<file path="config.mk">
export PLATFORM = sky130hd
export DESIGN_NAME = irqf_ctrl
export DESIGN_NICKNAME = d
export VERILOG_FILES = /design/src/rtl/irqf_pkg.sv /design/src/rtl/irqf_edge.sv /design/src/rtl/irqf_swreg.sv /design/src/rtl/irqf_fault_steer.sv /design/src/rtl/irqf_prio.sv /design/src/rtl/irqf_ctrl.sv
export SDC_FILE = /design/constraint.sdc
export NUM_CORES = 1
export LEC_CHECK = 0
export ABC_AREA = 1
export BUFFER_PORTS_ARGS = -buffer_cell sky130_fd_sc_hd__buf_2
export CAP_MARGIN = 15
export CELL_PAD_IN_SITES_DETAIL_PLACEMENT = 2
export CELL_PAD_IN_SITES_GLOBAL_PLACEMENT = 2
export CORE_AREA = 2 2 109 111
export CTS_BUF_LIST = sky130_fd_sc_hd__clkbuf_8
export CTS_CLUSTER_DIAMETER = 40
export DETAILED_ROUTE_END_ITERATION = 16
export DIE_AREA = 0 0 111 113
export HOLD_SLACK_MARGIN = 0.06
export PLACE_DENSITY = 0.83
export SETUP_SLACK_MARGIN = 0.1
export SLEW_MARGIN = 30
export SYNTH_ARGS = -nofsm -noshare
export SYNTH_HDL_FRONTEND = slang
export SYNTH_HIERARCHICAL = 1
export SYNTH_SLANG_ARGS = --single-unit
</file>
<file path="constraint.sdc">
create_clock -name clk -period 2.5 [get_ports clk]
set_input_delay 0.25 -clock clk [delete_from_list [all_inputs] [get_ports clk]]
set_output_delay 0.25 -clock clk [all_outputs]
set_load 0.01 [all_outputs]
</file>
<file path="src/rtl/irqf_pkg.sv">
package irqf_pkg;
  localparam int NLEV  = 16;
  localparam int LVL_W = $clog2(NLEV);

  typedef enum logic [1:0] {
    OP_LOAD = 2'd0,
    OP_SET  = 2'd1,
    OP_CLR  = 2'd2,
    OP_NONE = 2'd3
  } reg_op_e;

  typedef enum logic [1:0] {
    SEL_PEND  = 2'd0,
    SEL_MASK  = 2'd1,
    SEL_FAULT = 2'd2,
    SEL_NONE  = 2'd3
  } reg_sel_e;

  // pending levels with fixed meaning
  localparam int PF_BIT = 15;
  localparam int ME_BIT = 14;

  // fault register bit positions
  localparam int FB_CPU_PROT = 15;
  localparam int FB_DMA_PROT = 14;
  localparam int FB_PARITY   = 13;
  localparam int FB_BUS_IO   = 10;
  localparam int FB_SYS      = 8;
  localparam int FB_BUS_MEM  = 7;

  localparam logic [NLEV-1:0] FAULT_IMPL = NLEV'((1 << FB_CPU_PROT) | (1 << FB_DMA_PROT) |
                                                 (1 << FB_PARITY) | (1 << FB_BUS_IO) |
                                                 (1 << FB_SYS) | (1 << FB_BUS_MEM));
  localparam logic [NLEV-1:0] UNMASKABLE = NLEV'((1 << PF_BIT) | (1 << ME_BIT));
  localparam logic [NLEV-1:0] PEND_IMPL  = ~NLEV'(1 << ME_BIT);
  localparam logic [NLEV-1:0] MASK_IMPL  = ~UNMASKABLE;
endpackage

</file>
<file path="src/rtl/irqf_edge.sv">
module irqf_edge #(
  parameter int W       = 1,
  parameter bit ACT_LOW = 1'b1
) (
  input  logic         clk,
  input  logic         rst_ni,
  input  logic [W-1:0] sig,
  output logic [W-1:0] hit
);
  localparam logic [W-1:0] IDLE = {W{ACT_LOW}};

  logic [W-1:0] prev_q, prev_d;

  always_comb prev_d = sig;

  always_ff @(posedge clk or negedge rst_ni) begin
    if (!rst_ni) prev_q <= IDLE;
    else         prev_q <= prev_d;
  end

  generate
    if (ACT_LOW) begin : g_fall
      assign hit = prev_q & ~sig;
    end else begin : g_rise
      assign hit = ~prev_q & sig;
    end
  endgenerate
endmodule

</file>
<file path="src/rtl/irqf_swreg.sv">
module irqf_swreg
  import irqf_pkg::*;
#(
  parameter int           W    = 16,
  parameter logic [W-1:0] IMPL = '1
) (
  input  logic         clk,
  input  logic         rst_ni,
  input  logic         we,
  input  logic [1:0]   op,
  input  logic [W-1:0] wdata,
  input  logic [W-1:0] hw_set,
  output logic [W-1:0] q
);
  logic [W-1:0] sw_d, nxt;
  logic         en;

  always_comb begin
    sw_d = q;
    if (we) begin
      unique case (reg_op_e'(op))
        OP_LOAD: sw_d = wdata;
        OP_SET:  sw_d = q | wdata;
        OP_CLR:  sw_d = q & ~wdata;
        default: sw_d = q;
      endcase
    end
    // hardware sets win over a software clear in the same cycle
    nxt = (sw_d | hw_set) & IMPL;
    en  = we | (|hw_set);
  end

  always_ff @(posedge clk or negedge rst_ni) begin
    if (!rst_ni)  q <= '0;
    else if (en)  q <= nxt;
  end
endmodule

</file>
<file path="src/rtl/irqf_fault_steer.sv">
module irqf_fault_steer
  import irqf_pkg::*;
(
  input  logic            bus_err_n,
  input  logic            cyc_is_io,
  input  logic            bus_owned,
  input  logic            mprot_n,
  input  logic            mpar,
  input  logic            sys_rise,
  output logic [NLEV-1:0] set_vec
);
  always_comb begin
    set_vec = '0;
    set_vec[FB_BUS_IO]   = ~bus_err_n & cyc_is_io;
    set_vec[FB_BUS_MEM]  = ~bus_err_n & ~cyc_is_io;
    set_vec[FB_CPU_PROT] = ~mprot_n & bus_owned;
    set_vec[FB_DMA_PROT] = ~mprot_n & ~bus_owned;
    set_vec[FB_PARITY]   = mpar;
    set_vec[FB_SYS]      = sys_rise;
  end
endmodule

</file>
<file path="src/rtl/irqf_prio.sv">
module irqf_prio #(
  parameter int W  = 16,
  parameter int LW = $clog2(W)
) (
  input  logic [W-1:0]  cand,
  output logic          any,
  output logic [LW-1:0] idx
);
  always_comb begin
    any = 1'b0;
    idx = '0;
    for (int i = 0; i < W; i++) begin
      if (cand[i]) begin
        any = 1'b1;
        idx = LW'(i);
      end
    end
  end
endmodule

</file>
<file path="src/rtl/irqf_ctrl.sv">
module irqf_ctrl
  import irqf_pkg::*;
#(
  parameter int N_USR    = 6,
  parameter int N_IO     = 2,
  parameter int USR_BASE = 2,
  parameter int IO_BASE  = 8
) (
  input  logic             clk,
  input  logic             rst_n,
  input  logic             glob_en,
  input  logic [N_USR-1:0] usr_irq_n,
  input  logic [N_IO-1:0]  io_irq_n,
  input  logic             pwr_fail_n,
  input  logic             bus_err_n,
  input  logic             cyc_is_io,
  input  logic             bus_owned,
  input  logic             mprot_n,
  input  logic             mpar,
  input  logic             sys_fault,
  input  logic             reg_we,
  input  logic [1:0]       reg_sel,
  input  logic [1:0]       reg_op,
  input  logic [15:0]      reg_wdata,
  output logic [15:0]      reg_rdata,
  output logic             irq_req,
  output logic [3:0]       irq_level
);
  localparam int N_EDGE = N_USR + N_IO + 1;

  // reset: asynchronous assert, synchronous release
  logic [1:0] rs_q;
  logic       rst_q;
  always_ff @(posedge clk or negedge rst_n) begin
    if (!rst_n) rs_q <= '0;
    else        rs_q <= {rs_q[0], 1'b1};
  end
  assign rst_q = rs_q[1];

  // edge capture
  logic [N_EDGE-1:0] fall_hit;
  logic [0:0]        rise_hit;

  irqf_edge #(.W(N_EDGE), .ACT_LOW(1'b1)) u_fall (
    .clk(clk), .rst_ni(rst_q),
    .sig({pwr_fail_n, io_irq_n, usr_irq_n}), .hit(fall_hit));

  irqf_edge #(.W(1), .ACT_LOW(1'b0)) u_rise (
    .clk(clk), .rst_ni(rst_q), .sig(sys_fault), .hit(rise_hit));

  logic [NLEV-1:0] pend_hw, fault_hw;
  always_comb begin
    pend_hw = '0;
    pend_hw[USR_BASE +: N_USR] = fall_hit[N_USR-1:0];
    pend_hw[IO_BASE +: N_IO]   = fall_hit[N_USR +: N_IO];
    pend_hw[PF_BIT]            = fall_hit[N_EDGE-1];
  end

  irqf_fault_steer u_steer (
    .bus_err_n(bus_err_n), .cyc_is_io(cyc_is_io), .bus_owned(bus_owned),
    .mprot_n(mprot_n), .mpar(mpar), .sys_rise(rise_hit[0]), .set_vec(fault_hw));

  // registers
  logic            pend_we, mask_we, fault_we;
  logic [NLEV-1:0] pend_q, mask_q, fault_q;

  always_comb begin
    pend_we  = reg_we && (reg_sel_e'(reg_sel) == SEL_PEND);
    mask_we  = reg_we && (reg_sel_e'(reg_sel) == SEL_MASK);
    fault_we = reg_we && (reg_sel_e'(reg_sel) == SEL_FAULT);
  end

  irqf_swreg #(.W(NLEV), .IMPL(PEND_IMPL)) u_pend (
    .clk(clk), .rst_ni(rst_q), .we(pend_we), .op(reg_op),
    .wdata(reg_wdata), .hw_set(pend_hw), .q(pend_q));

  irqf_swreg #(.W(NLEV), .IMPL(MASK_IMPL)) u_mask (
    .clk(clk), .rst_ni(rst_q), .we(mask_we), .op(reg_op),
    .wdata(reg_wdata), .hw_set('0), .q(mask_q));

  irqf_swreg #(.W(NLEV), .IMPL(FAULT_IMPL)) u_fault (
    .clk(clk), .rst_ni(rst_q), .we(fault_we), .op(reg_op),
    .wdata(reg_wdata), .hw_set(fault_hw), .q(fault_q));

  // eligibility and priority
  logic [NLEV-1:0] pend_view, eligible;
  always_comb begin
    pend_view         = pend_q;
    pend_view[ME_BIT] = |fault_q;
    eligible          = pend_view & (mask_q | UNMASKABLE);
    if (!glob_en) eligible = eligible & NLEV'(1 << PF_BIT);
  end

  irqf_prio #(.W(NLEV), .LW(LVL_W)) u_prio (
    .cand(eligible), .any(irq_req), .idx(irq_level));

  always_comb begin
    unique case (reg_sel_e'(reg_sel))
      SEL_PEND:  reg_rdata = pend_view;
      SEL_MASK:  reg_rdata = mask_q;
      SEL_FAULT: reg_rdata = fault_q;
      default:   reg_rdata = '0;
    endcase
  end
endmodule

</file>
## Yosys cells after proc, flatten, opt, wreduce, memory -nomap -nowiden

Index checks and enable logic that the tools add are counted.

| storage, ports and cells | value |
|---|---|
| register bits | 47 |
| word-level logic and storage cells | 82 |
| input port bits | 39 |

| cells by class | value |
|---|---|
| multiplexer cells | 38 |
| equality and inequality tests | 4 |
| bitwise operators | 24 |
| reduce and logical (&&, ||, !) cells | 10 |

Operator list:

| operator | number |
|---|---|
| $pmux W16 S3 | 3 |
| $or A16 B16 Y16 | 4 |
| $and A16 B16 Y16 | 3 |
| $pmux W14 S3 | 1 |
| $mux W16 | 2 |
| $mux W4 | 8 |
| $mux W1 | 17 |
| $not A16 Y16 | 1 |
| $mux W15 | 1 |
| $and A14 B14 Y14 | 1 |
| $or A14 B14 Y14 | 1 |
| $mux W3 | 4 |
| $reduce_or A6 Y1 | 2 |
| $and A9 B9 Y9 | 1 |
| $not A9 Y9 | 1 |
| $reduce_or A9 Y1 | 1 |
| $and A1 B1 Y1 | 5 |
| $not A1 Y1 | 5 |
| $eq A2 B1 Y1 const B | 2 |
| $eq A2 B2 Y1 const B | 2 |
| $logic_not A2 Y1 | 2 |
| $mux W2 | 2 |
| $logic_and A1 B1 Y1 | 3 |
| $reduce_bool A3 Y1 | 1 |
| other kinds (2) | 3 |

## Logic depth before layout (Yosys ltp)

Gate-level depths: netlist of the first run.

| depth | value |
|---|---|
| depth after elaboration | 19 |
| gate-level depth with buffers | 17 |
| depth with buffers taken out | 17 |

## Cells and area by module

Netlist of the first run, hierarchy kept.

Modules (own cells, without submodules):

| module | cells an instance | instances | area an instance (um^2) | sequential area each (um^2) |
|---|---|---|---|---|
| irqf_swreg at u_pend | 161 | 1 | 1068.5 | 375.4 |
| irqf_swreg at u_mask | 150 | 1 | 907.1 | 350.3 |
| irqf_ctrl | 116 | 1 | 674.4 | 50.0 |
| irqf_swreg at u_fault | 74 | 1 | 457.9 | 150.1 |
| irqf_edge at u_fall | 27 | 1 | 326.6 | 236.5 |
| irqf_prio | 48 | 1 | 205.2 | 0.0 |
| irqf_fault_steer | 19 | 1 | 121.4 | 0.0 |
| irqf_edge at u_rise | 3 | 1 | 35.0 | 25.0 |

## Least setup slack after synthesis of the first run

OpenSTA, ideal clock, no wires.

| path | value |
|---|---|
| path type | input -> output |
| from | input glob_en |
| to | output irq_level[0] |
| setup slack | 899 ps |
| arrival time | 1351 ps |
| path buffers | 1 |
| stages | 14 |
| path through | inv_1 clkbuf_1 nor3_1 bufinv_8 nand2_1 nand2_1 nand2_1 nand2_1 nand2_1 nand2_1 nand2_1 nand2_1 nand2_1 nand2_1 |

| on the way | value |
|---|---|
| elaborated cells between the ends (all ways) | 16 |
| those cells by class | mux: 16 |

RTL lines:

| element | line | source |
|---|---|---|
| start: declaration | irqf_ctrl.sv:11 | `input logic glob_en,` |
| $mux W15 | irqf_ctrl.sv:91 | `if (!glob_en) eligible = eligible & NLEV'(1 << PF_BIT);` |
| named net eligible[6] | irqf_ctrl.sv:86 | `logic [NLEV-1:0] pend_view, eligible;` |
| $mux W3 (2 in a row) | irqf_prio.sv:13 | `if (cand[i]) begin` |
| $mux W4 (8 in a row) | irqf_prio.sv:13 |  |
| end: declaration | irqf_ctrl.sv:27 | `output logic [3:0] irq_level` |

The timed path passes the listed nets, and every way through them passes these cells.

## Final worst setup path of the first run

| path | value |
|---|---|
| from | register u_fault.q[7] |
| to | output irq_req |

| on the way | value |
|---|---|
| cells in the longest elaborated chain, start to end | 5 |

Ends and longest elaborated chain:

| element | line | source |
|---|---|---|
| start: declaration | irqf_swreg.sv:13 | `output logic [W-1:0] q` |
| start signal: assignment | irqf_swreg.sv:35 | `else if (en) q <= nxt;` |
| $reduce_or A6 Y1 | irqf_ctrl.sv:89 | `pend_view[ME_BIT] = \|fault_q;` |
| $and A16 B16 Y16 | irqf_ctrl.sv:90 | `eligible = pend_view & (mask_q \| UNMASKABLE);` |
| $mux W15 | irqf_ctrl.sv:91 |  |
| named net eligible[14] | irqf_ctrl.sv:86 |  |
| $mux W1 (2 in a row) | irqf_prio.sv:13 |  |
| end: declaration | irqf_ctrl.sv:26 | `output logic irq_req,` |

The timed path passes the listed nets, and every way through them passes these cells.

==> results of run 1 <==
[power by group through the flow]
stage | Sequential [mW] | Combinational (mW) | Clock [mW]
after floorplan | 0.842 | 0.304 | 0
after global placement | 0.840 | 0.435 | 0
after detailed placement | 0.843 | 0.458 | 0
after CTS | 0.829 | 0.475 | 0.488
after global routing | 0.833 | 0.556 | 0.516
final | 0.828 | 0.489 | 0.466
[routing by layer]
metal / routed length (um) / vias up / global-route usage / part of all wire
li1: - / 1820 / - / -
met1: 5600 / 1869 / 0.256 / 0.44
met2: 6660 / 48 / 0.396 / 0.52
met3: 272 / 10 / 0.0236 / 0.021
met4: 180 / 0 / 0.0550 / 0.014
met5: 0 / - / 0 / 0
[state kept, by name (all words and copies together) (netlist names)]
signal,cells
u_mask/q,14
u_rise/prev_q,1
u_pend/q,15
rs_q,2
u_fall/prev_q,9
u_fault/q,6
[worst register-to-register path: cells and delay by family, from the launching register on]
kind	cells	cell delay, ns
flip-flops	1	0.53
buffers and inverters	3	0.14
AND/OR/NAND/NOR	3	0.20
[metrics by stage]
stage / cell area, um2 / std cells / hold slack, ns / utilization / power, mW
6_report: 4340 / 816 / 0.233 / 0.385 / 1.78
2_1_floorplan: 3810 / 614 / -0.0456 / - / 1.15
3_3_place_gp: 4080 / 792 / 0.0355 / 0.362 / 1.28
4_1_cts: 4270 / 811 / 0.224 / 0.379 / 1.79
5_1_grt: 4340 / 816 / 0.250 / 0.385 / 1.91
3_5_place_dp: 4080 / 792 / 0.0386 / 0.362 / 1.30
[final cells by class]
type | count | area share
timing repair buffer | 81 | 0.112
tap | 143 | 0.0412
clock inverter | 3 | 0.00260
sequential | 47 | 0.274
inverter | 172 | 0.153
multi-input combinational | 365 | 0.401
clock buffer | 5 | 0.0159
[worst paths after layout]
check,end,slack (ns),from,cells after the start
min,rs_q[0],0.23,rst_n,2
max in group asynchronous,u_rise/prev_q,1.70,rs_q[1],1
min in group clk,u_fault/q[13],0.25,mpar,5
max reg2reg,u_pend/q[3],1.58,u_fall/prev_q[1],6
max,irq_req,0.25,u_fault/q[7],11
min reg2reg,rs_q[1],0.36,rs_q[0],0
[placed cells by master, fill, tap and decap left out, drive strengths merged]
| cell | instances |
|---|---|
| nor2 | 37 |
| inv | 174 |
| nand2 | 205 |
| dlygate4sd3 | 11 |
| conb | 33 |
| a31o | 1 |
| nand3 | 57 |
| nor3 | 16 |
| o221ai | 14 |
| dfrtp | 38 |
| dfstp | 9 |
| o21ai | 1 |
| clkbuf | 5 |
| a21oi | 1 |
| bufinv | 1 |
| buf | 70 |
[what timing repair did]
item                       in CTS  in global routing
gates resized for setup         0                  9
buffers inserted                0                  5
setup endpoints to repair       0                  2
hold endpoints to repair       12                  0
hold buffers                   11                  0
==> metrics.md, run 1 <==
| Metric | Value |
|---|---|
| Run status | `finished clean` |
| Vias/cell | `4.59` |
| First-pass GRT wire length | `20900 um` |
| # port buffers | `59` |
| # rows | `39` |
| Critical Path AT | `2.00 ns` |
| CTS Buf Count | `5` |
| Initial antenna violation count | `0` |
| Pwr/cell area | `411 nW/um2` |
| Setup TNS | `0 ns` |
| P_sw | `0.619 mW` |
| Area of the multi-input gates | `1740 um2` |
| Vias in the first global route | `4126` |
| Worst-path cell chain | `nor2_1 -> nand2_1 -> nor2_2 -> a21oi_1 -> nor2_1 -> nand2_1 -> nor2_1 -> inv_1 -> nor2_1 -> nand3_1 -> buf_2` |
| Die Area | `12500 um2` |
| Total Routing Usage GR | `0.210` |
| Clock Tree Buf Depth | `2` |
| Sequential Power Share | `0.464` |
| Pre-CTS setup slack | `0.449 ns` |
| Die Ht | `113 um` |
| Final Hold Vio Count | `0` |
| Width of the die | `111 um` |
| P_int | `1.16 mW` |
| Largest net degree at the start of global routing | `46` |
| H-tree levels | `2` |
| Nets@finish | `711` |
| CTS tree | `built` |
| Core area | `11300 um2` |
| Critical Path Source Type | `flop` |
| Crit Path Class | `flop to primary output` |
| Max Fclk | `0.445 GHz` |
| Cells after Synth | `585` |
| Initial Utilization | `0.329` |
| Post-DP HPWL | `9400 um` |
| Final wirelength | `12700 um` |
| Tcrit/Tclk final | `0.899` |
| Detail Route Antenna Nets | `0` |
| Synth Cell Area | `3710 um2` |
| Minimum clock period | `2.25 ns` |
| DRC viols | `0` |
| Kind of cell adding the most delay to the critical path | `simple AND/OR/NAND/NOR gates` |
| CP Max Fanout | `3` |
| WL/cell | `15.6 um` |
| Total gr overflow | `0` |
| Avg Inst Size Synth | `6.34 um2` |
| Max-Cap Viols | `0` |
| CTS Sinks | `47` |
| Logic pwr share | `0.274` |
| Slew @ Worst Pin | `0.630 ns` |
| Clock slew seen by the registers of the worst setup and hold paths | `0.09 ns` |
| Io pins | `60` |
| Worst Path Required | `2.25 ns` |
| Final GP Congestion | `0.842` |
| Sw frac | `0.347` |
| Clock share of power | `0.261` |
| Iter 0 DRT Violations | `94` |
| Register area | `1190 um2` |
| Worst-Skew Late Latency | `0.31 ns` |
| Synthesis-to-layout area growth | `17.0%` |
| Root Driver | `clkbuf_8` |
| Final setup fails | `0` |
| Drt first pass iters | `4` |
| Hold Crit Class | `input pin to asynchronous set/reset pin` |
| Worst-case vdd ir drop | `0.180 mV` |
| # fillers | `1477` |
| Pins over their slew limit | `0` |
| Layout Skew | `0.00508 ns` |
| Max_slew headroom | `0.580` |
| Largest stage delay, worst path | `0.44 ns` |
| Share of cells above drive strength 1 | `0.207` |
| Buf+Inv Stages, Crit Path | `2` |
| Syn. warnings | `6` |
| RSZ-0062 raised after global routing | `yes` |
| Leakage power | `2.58 nW` |
| Slowest-stage cell, CP | `dfrtp_1` |
| Ant. Diodes | `0` |
| Via count | `3747` |
| Setup crit end kind | `primary output` |
| Final WS setup | `0.254 ns` |
| CP most frequent cell | `nor2_1` |
Note: power is estimated with default switching activity, not from simulation.
==> run 2, diff against run 1 <==
==> constraint.sdc (replaced) <==
create_clock -name clk -period 2.5 [get_ports clk]
set_input_delay 0.375 -clock clk [delete_from_list [all_inputs] [get_ports clk]]
set_output_delay 0.375 -clock clk [all_outputs]
set_load 0.01 [all_outputs]
==> metrics.md, run 2 (synthesis gave the netlist of run 1 again) <==
| Metric | Value |
|---|---|
| Power consumption | `1.86 mW (+4.3%)` |
| Minimum clock period | `2.33 ns (+0.0877 ns)` |
| WL/cell | `16.5 um (+6.1%)` |
| CTS tree | `built` |
| DRC viols | `0 (unchanged)` |
| RR Endpoint | `u_pend/q[2]` |
| Root Driver | `clkbuf_8` |
| End point of the critical path | `irq_level[0]` |
| DP Area | `4090 um2 (+0.18%)` |
| Sequential Power Share | `0.448 (-0.016)` |
| Width of the die | `111 um (unchanged)` |
| # fillers | `1440 (-2.5%)` |
| Vias in the first global route | `4134 (+0.19%)` |
| Detail Route Antenna Nets | `0 (unchanged)` |
| Worst Path Required | `2.12 ns (-0.13 ns)` |
| P_sw | `0.632 mW (+2.2%)` |
| Iter 0 DRT Violations | `132 (+40%)` |
| Io pins | `60 (unchanged)` |
| Clock Tree Buf Depth | `2 (unchanged)` |
| P_int | `1.23 mW (+5.4%)` |
| Setup TNS | `0 ns (unchanged)` |
| Sw frac | `0.340 (-0.00707)` |
| CTS Sinks | `47 (unchanged)` |
| Post-DP HPWL | `9830 um (+4.5%)` |
| Final setup fails | `0 (unchanged)` |
| Run status | `finished clean` |
| Critical Path AT | `1.96 ns (-0.04 ns)` |
| Slew @ Worst Pin | `0.586 ns (-0.0441 ns)` |
| Worst r2r src | `u_fall/prev_q[0]` |
| Ant. Diodes | `0 (unchanged)` |
| Initial antenna violation count | `0 (unchanged)` |
| CP Max Fanout | `2 (-1)` |
| # port buffers | `59 (unchanged)` |
| Initial Utilization | `0.329 (unchanged)` |
| Final wirelength | `13400 um (+5.7%)` |
| Core area | `11300 um2 (unchanged)` |
| Max Fclk | `0.428 GHz (-3.8%)` |
| Leakage power | `2.58 nW (-0.12%)` |
| First-pass GRT wire length | `21000 um (+0.76%)` |
| Flip-flop count of the largest register after layout | `15 (unchanged)` |
| # rows | `39 (unchanged)` |
| Most frequent cells in the layout | `203 x nand2_1, 160 x inv_1, 58 x buf_2, 48 x nand3_1, 37 x dfrtp_1` |
| Share of cells above drive strength 1 | `0.224 (+0.0173)` |
| Non-Filler Instances | `813 (-0.37%)` |
| Hold Crit Class | `input pin to flop` |
| Largest regs | `u_pend/q (15), u_mask/q (14), u_fall/prev_q (9)` |
| Largest net degree at the start of global routing | `30 (-35%)` |
| Final GP Congestion | `0.820 (-2.6%)` |
| Clock share of power | `0.285 (+0.024)` |
| Worst-case vdd ir drop | `0.169 mV (-5.8%)` |
| Setup crit end kind | `primary output` |
| Die Area | `12500 um2 (unchanged)` |
| Final Hold Vio Count | `0 (unchanged)` |
| Via count | `3797 (+1.3%)` |
| Critical Path Source Type | `flop` |
| Total gr overflow | `0 (unchanged)` |
| Logic pwr share | `0.267 (-0.007)` |
| Max-Cap Viols | `0 (unchanged)` |
| Max_slew headroom | `0.609 (+0.0290)` |
| Largest Register | `u_pend/q` |
| CTS Buf Count | `5 (unchanged)` |
| Most common cell after layout, fill and taps aside | `nand2_1` |
| Clock slew seen by the registers of the worst setup and hold paths | `0.10 ns (about the same)` |
| Total Routing Usage GR | `0.212 (+0.00169)` |
| Synthesis-to-layout area growth | `17.0% (about the same)` |
| Drt first pass iters | `4 (unchanged)` |
| Pins over their slew limit | `0 (unchanged)` |
| Crit Path Class | `flop to primary output` |
| Pwr/cell area | `429 nW/um2 (+4.3%)` |
| Die Ht | `113 um (unchanged)` |
| Tcrit/Tclk final | `0.934 (+0.0351)` |
| Nets@finish | `708 (-0.42%)` |
| H-tree levels | `2 (unchanged)` |
| FF-to-FF path depth | `6 (unchanged)` |
| RSZ-0062 raised after global routing | `yes` |
| Worst-Skew Late Latency | `0.31 ns (about the same)` |
| Setup crit start | `u_pend/q[2]` |
| Reg-to-reg setup timing slack | `1.60 ns (+0.02 ns)` |
| Vias/cell | `4.67 (+1.7%)` |
| Final Cell Area | `4340 um2 (about the same)` |
| Inst Count DP | `793 (+0.13%)` |
| Layout Skew | `0.00693 ns (+0.00184 ns)` |
## run 2: cell count changes in the layout (fill, tap and decap cells not counted), moves of 2 or more
cell	change
inv_1	-3
dlygate4sd3_1	-10
clkbuf_8	+2
buf_4	+7
## run 2: cell type report
type | count | area, um2 | share of cell area
Clock buffer | 7 | 96.3 | 0.0222
Multi-Input combinational cell | 365 | 1760 | 0.405
Tap cell | 143 | 179 | 0.0413
Clock inverter | 1 | 3.75 | 0.000866
Inverter | 172 | 666 | 0.153
Sequential cell | 47 | 1190 | 0.274
Timing Repair Buffer | 78 | 447 | 0.103
## run 2: per-layer routing
| layer | vias up | part of all wire | global-route usage |
|---|---|---|---|
| met2 | 69 | 0.52 | 0.401 |
| met4 | 0 | 0.021 | 0.0517 |
| met5 | - | 0 | 0 |
| met3 | 18 | 0.026 | 0.0241 |
| li1 | 1813 | - | - |
| met1 | 1897 | 0.43 | 0.257 |
## run 2: what timing repair did
item | CTS | global route
pin swaps | 0 | 5
hold endpoints to repair | 2 | 0
buffers inserted | 0 | 11
setup endpoints to repair | 1 | 3
resized for setup | 1 | 13
hold buffers | 1 | 0
## run 2: worst min path at each step
stage / from / end / slack (ns) / depth (start not counted)
2_1_floorplan: rst_n / rs_q[0] / 0.08 / 0
4_1_cts: usr_irq_n[0] / u_fall/prev_q[0] / 0.16 / 1
5_1_grt: usr_irq_n[0] / u_fall/prev_q[0] / 0.16 / 1
3_3_place_gp: rst_n / rs_q[0] / 0.16 / 1
3_5_place_dp: rst_n / rs_q[0] / 0.16 / 1
6_report: pwr_fail_n / u_fall/prev_q[8] / 0.17 / 1
## run 2: power by group through the flow
stage               sequential [mW]  combinational, mW  clock, mW
finish                        0.833              0.497      0.529
global route                  0.839              0.558      0.568
CTS                           0.834              0.464      0.553
detailed placement            0.848              0.458          0
global placement              0.845              0.431          0
floorplan                     0.842              0.304          0
## run 2: critical path, stage by stage, from the launching register on
cell and delay, ns:
dfrtp_1 0.37, inv_2 0.07, nor3_4 0.17, inv_1 0.09
nand2_1 0.08, nand2_1 0.05, nand2_1 0.05, nand2_1 0.05
nand2_1 0.05, nand2_1 0.05, nand2_1 0.06, nand2_1 0.05
nand2_1 0.05, nand2_1 0.05, nand2_1 0.08, nand2_1 0.07
nand2_1 0.06, nand2_1 0.05, buf_2 0.13
## run 2: stage by stage
step	utilization	worst slack, ns	hold WS, ns
after global placement	0.363	0.321	0.160
after global routing	0.385	-0.0151	0.156
after CTS	0.373	0.127	0.156
final	0.385	0.166	0.167
after detailed placement	0.363	0.160	0.161
after floorplan	-	0.649	0.0794
==> run 3, diff against run 2 <==
--- a/config.mk
+++ b/config.mk
@@ -6,6 +6,7 @@
 export NUM_CORES = 1
 export LEC_CHECK = 0
 export ABC_AREA = 1
+export ABC_CLOCK_PERIOD_IN_PS = 2500
 export BUFFER_PORTS_ARGS = -buffer_cell sky130_fd_sc_hd__buf_2
 export CAP_MARGIN = 15
 export CELL_PAD_IN_SITES_DETAIL_PLACEMENT = 2
@@ -16,7 +17,7 @@
 export DETAILED_ROUTE_END_ITERATION = 16
 export DIE_AREA = 0 0 111 113
 export HOLD_SLACK_MARGIN = 0.06
-export PLACE_DENSITY = 0.83
+export PLACE_DENSITY = 0.89
 export SETUP_SLACK_MARGIN = 0.1
 export SLEW_MARGIN = 30
 export SYNTH_ARGS = -nofsm -noshare
==> metrics.md, run 3 (synthesis gave the netlist of run 1 again) <==
| Metric | Value |
|---|---|
| Area of the multi-input gates | `1760 um2 (+0.36%)` |
| CTS Buf Count | `5 (unchanged)` |
| WL/cell | `18.2 um (+10%)` |
| Most frequent cells in the layout | `202 x nand2_1, 161 x inv_1, 59 x buf_2, 48 x nand3_1, 36 x dfrtp_1` |
| Tcrit/Tclk final | `0.955 (+0.0214)` |
| CP most frequent cell | `nor2_1` |
| Leakage power | `2.55 nW (-1.1%)` |
| End point of the critical path | `irq_req` |
| Register area | `1190 um2 (+0.11%)` |
| Largest Register | `u_pend/q` |
| Nets@finish | `703 (-0.71%)` |
| Max-Cap Viols | `0 (unchanged)` |
| Initial antenna violation count | `0 (unchanged)` |
| Via count | `3863 (+1.7%)` |
| Reg-to-reg setup timing slack | `1.47 ns (-0.13 ns)` |
| RSZ-0062 raised after global routing | `yes` |
| Layout Skew | `0.00733 ns (+0.000400 ns)` |
| DP Area | `4090 um2 (unchanged)` |
| Initial Utilization | `0.329 (unchanged)` |
| Iter 0 DRT Violations | `179 (+36%)` |
| Detail Route Antenna Nets | `0 (unchanged)` |
| Worst-case vdd ir drop | `0.188 mV (+11%)` |
| Setup crit start | `u_fault/q[10]` |
| FF-to-FF path depth | `1 (-5)` |
| Largest regs | `u_pend/q (15), u_mask/q (14), u_fall/prev_q (9)` |
| CTS Sinks | `47 (unchanged)` |
| Final setup fails | `0 (unchanged)` |
| Max_slew headroom | `0.541 (-0.0681)` |
| Ant. Diodes | `0 (unchanged)` |
| Critical Path Source Type | `flop` |
| Slowest-stage cell, CP | `dfrtp_1` |
| DRC viols | `0 (unchanged)` |
| Largest net degree at the start of global routing | `28 (-6.7%)` |
| Pwr/cell area | `432 nW/um2 (+0.86%)` |
| Final Hold Vio Count | `0 (unchanged)` |
| Non-Filler Instances | `808 (-0.62%)` |
| Crit Path Class | `flop to primary output` |
| CP Max Fanout | `3 (+1)` |
| Worst-path cell chain | `nor2_2 -> nand2_2 -> nor2_4 -> a21oi_1 -> nor2_1 -> nand2_1 -> nor2_1 -> inv_1 -> nor2_1 -> nand3_1 -> buf_2` |
| Clock Tree Buf Depth | `2 (unchanged)` |
| Final Cell Area | `4300 um2 (-0.75%)` |
| H-tree levels | `2 (unchanged)` |
| Run status | `finished clean` |
| RR Endpoint | `u_fall/prev_q[7]` |
| Synthesis-to-layout area growth | `16.1%` |
| Pins over their slew limit | `0 (unchanged)` |
| Slew @ Worst Pin | `0.689 ns (+0.103 ns)` |
| Worst r2r src | `rs_q[1]` |
| Vias in the first global route | `4254 (+2.9%)` |
| Setup TNS | `0 ns (unchanged)` |
| Setup crit end kind | `primary output` |
| Vias/cell | `4.78 (+2.4%)` |
| Max Fclk | `0.419 GHz (-2.2%)` |
| Critical Path AT | `2.01 ns (+0.05 ns)` |
| Die Area | `12500 um2 (unchanged)` |
| Io pins | `60 (unchanged)` |
| # port buffers | `59 (unchanged)` |
| Drt first pass iters | `4 (unchanged)` |
| Root Driver | `clkbuf_8` |
| Width of the die | `111 um (unchanged)` |
| Die Ht | `113 um (unchanged)` |
| Core area | `11300 um2 (unchanged)` |
| # rows | `39 (unchanged)` |
| First-pass GRT wire length | `22200 um (+5.6%)` |
| Total gr overflow | `0 (unchanged)` |
| Minimum clock period | `2.39 ns (+0.0534 ns)` |
| Final wirelength | `14700 um (+9.7%)` |
| Post-DP HPWL | `9990 um (+1.7%)` |
| Most common cell after layout, fill and taps aside | `nand2_1` |
| Worst-Skew Late Latency | `0.32 ns (about the same)` |
| Worst Path Required | `2.12 ns (about the same)` |
| Final GP Congestion | `0.821 (about the same)` |
| Largest stage delay, worst path | `0.45 ns (+0.08 ns)` |
| # fillers | `1428 (-0.83%)` |
| Total Routing Usage GR | `0.223 (+0.0108)` |
| Share of cells above drive strength 1 | `0.226 (+0.00168)` |
| Hold Crit Class | `input pin to flop` |
| Inst Count DP | `793 (unchanged)` |
| Hold path startpoint | `usr_irq_n[4]` |
| CTS tree | `built` |
| Clock slew seen by the registers of the worst setup and hold paths | `0.10 ns (about the same)` |
| Flip-flop count of the largest register after layout | `15 (unchanged)` |
[run 3: where the power goes]
part	switching, mW	internal (mW)	total (mW)
combinational	0.333	0.166	0.500
clock	0.299	0.220	0.519
sequential	0.0388	0.804	0.842
[run 3: critical path: cells and delay by family (launching register included)]
| kind | cells | cell delay (ns) |
|---|---|---|
| simple gates | 8 | 0.93 |
| flops | 1 | 0.45 |
| buf+inv | 2 | 0.22 |
| compound gates | 1 | 0.10 |
[run 3: worst min-delay path by stage]
stage          cells past startpoint  slack, ns                to
2_1_floorplan                      0       0.08           rs_q[0]
3_5_place_dp                       1       0.17           rs_q[0]
3_3_place_gp                       1       0.16           rs_q[0]
5_1_grt                            1       0.15  u_fall/prev_q[5]
4_1_cts                            1       0.15  u_fall/prev_q[5]
6_report                           1       0.15  u_fall/prev_q[4]
[run 3: repair_timing]
action,in CTS,in global routing
gates cloned,0,0
setup buffers,0,6
hold endpoints to repair,2,0
hold buffers,1,0
pin swaps,1,9
gates resized for setup,2,15
endpoints found under the setup margin,2,3
[run 3: metal layers]
layer | track usage | wire length, um | vias up
met1 | 0.277 | 6440 | 1948
li1 | - | - | 1800
met3 | 0.0273 | 475 | 29
met5 | 0 | 0 | -
met2 | 0.400 | 7390 | 86
met4 | 0.0775 | 430 | 0
[run 3: cell type report]
cell class              instances  area share
multi-input cells             365       0.410
well taps                     143      0.0416
inverters                     172       0.155
flip-flops and latches         47       0.276
repair buffers                 73      0.0965
clock inverters                 2     0.00203
clock buffers                   6      0.0192
[run 3: stage by stage]
step | worst slack [ns] | hold WS [ns] | total power [mW] | utilization
3_5_place_dp | 0.165 | 0.165 | 1.31 | 0.363
3_3_place_gp | 0.313 | 0.162 | 1.27 | 0.363
6_report | 0.113 | 0.154 | 1.86 | 0.382
2_1_floorplan | 0.649 | 0.0794 | 1.15 | -
5_1_grt | -0.0627 | 0.146 | 1.96 | 0.382
4_1_cts | 0.0989 | 0.147 | 1.84 | 0.372
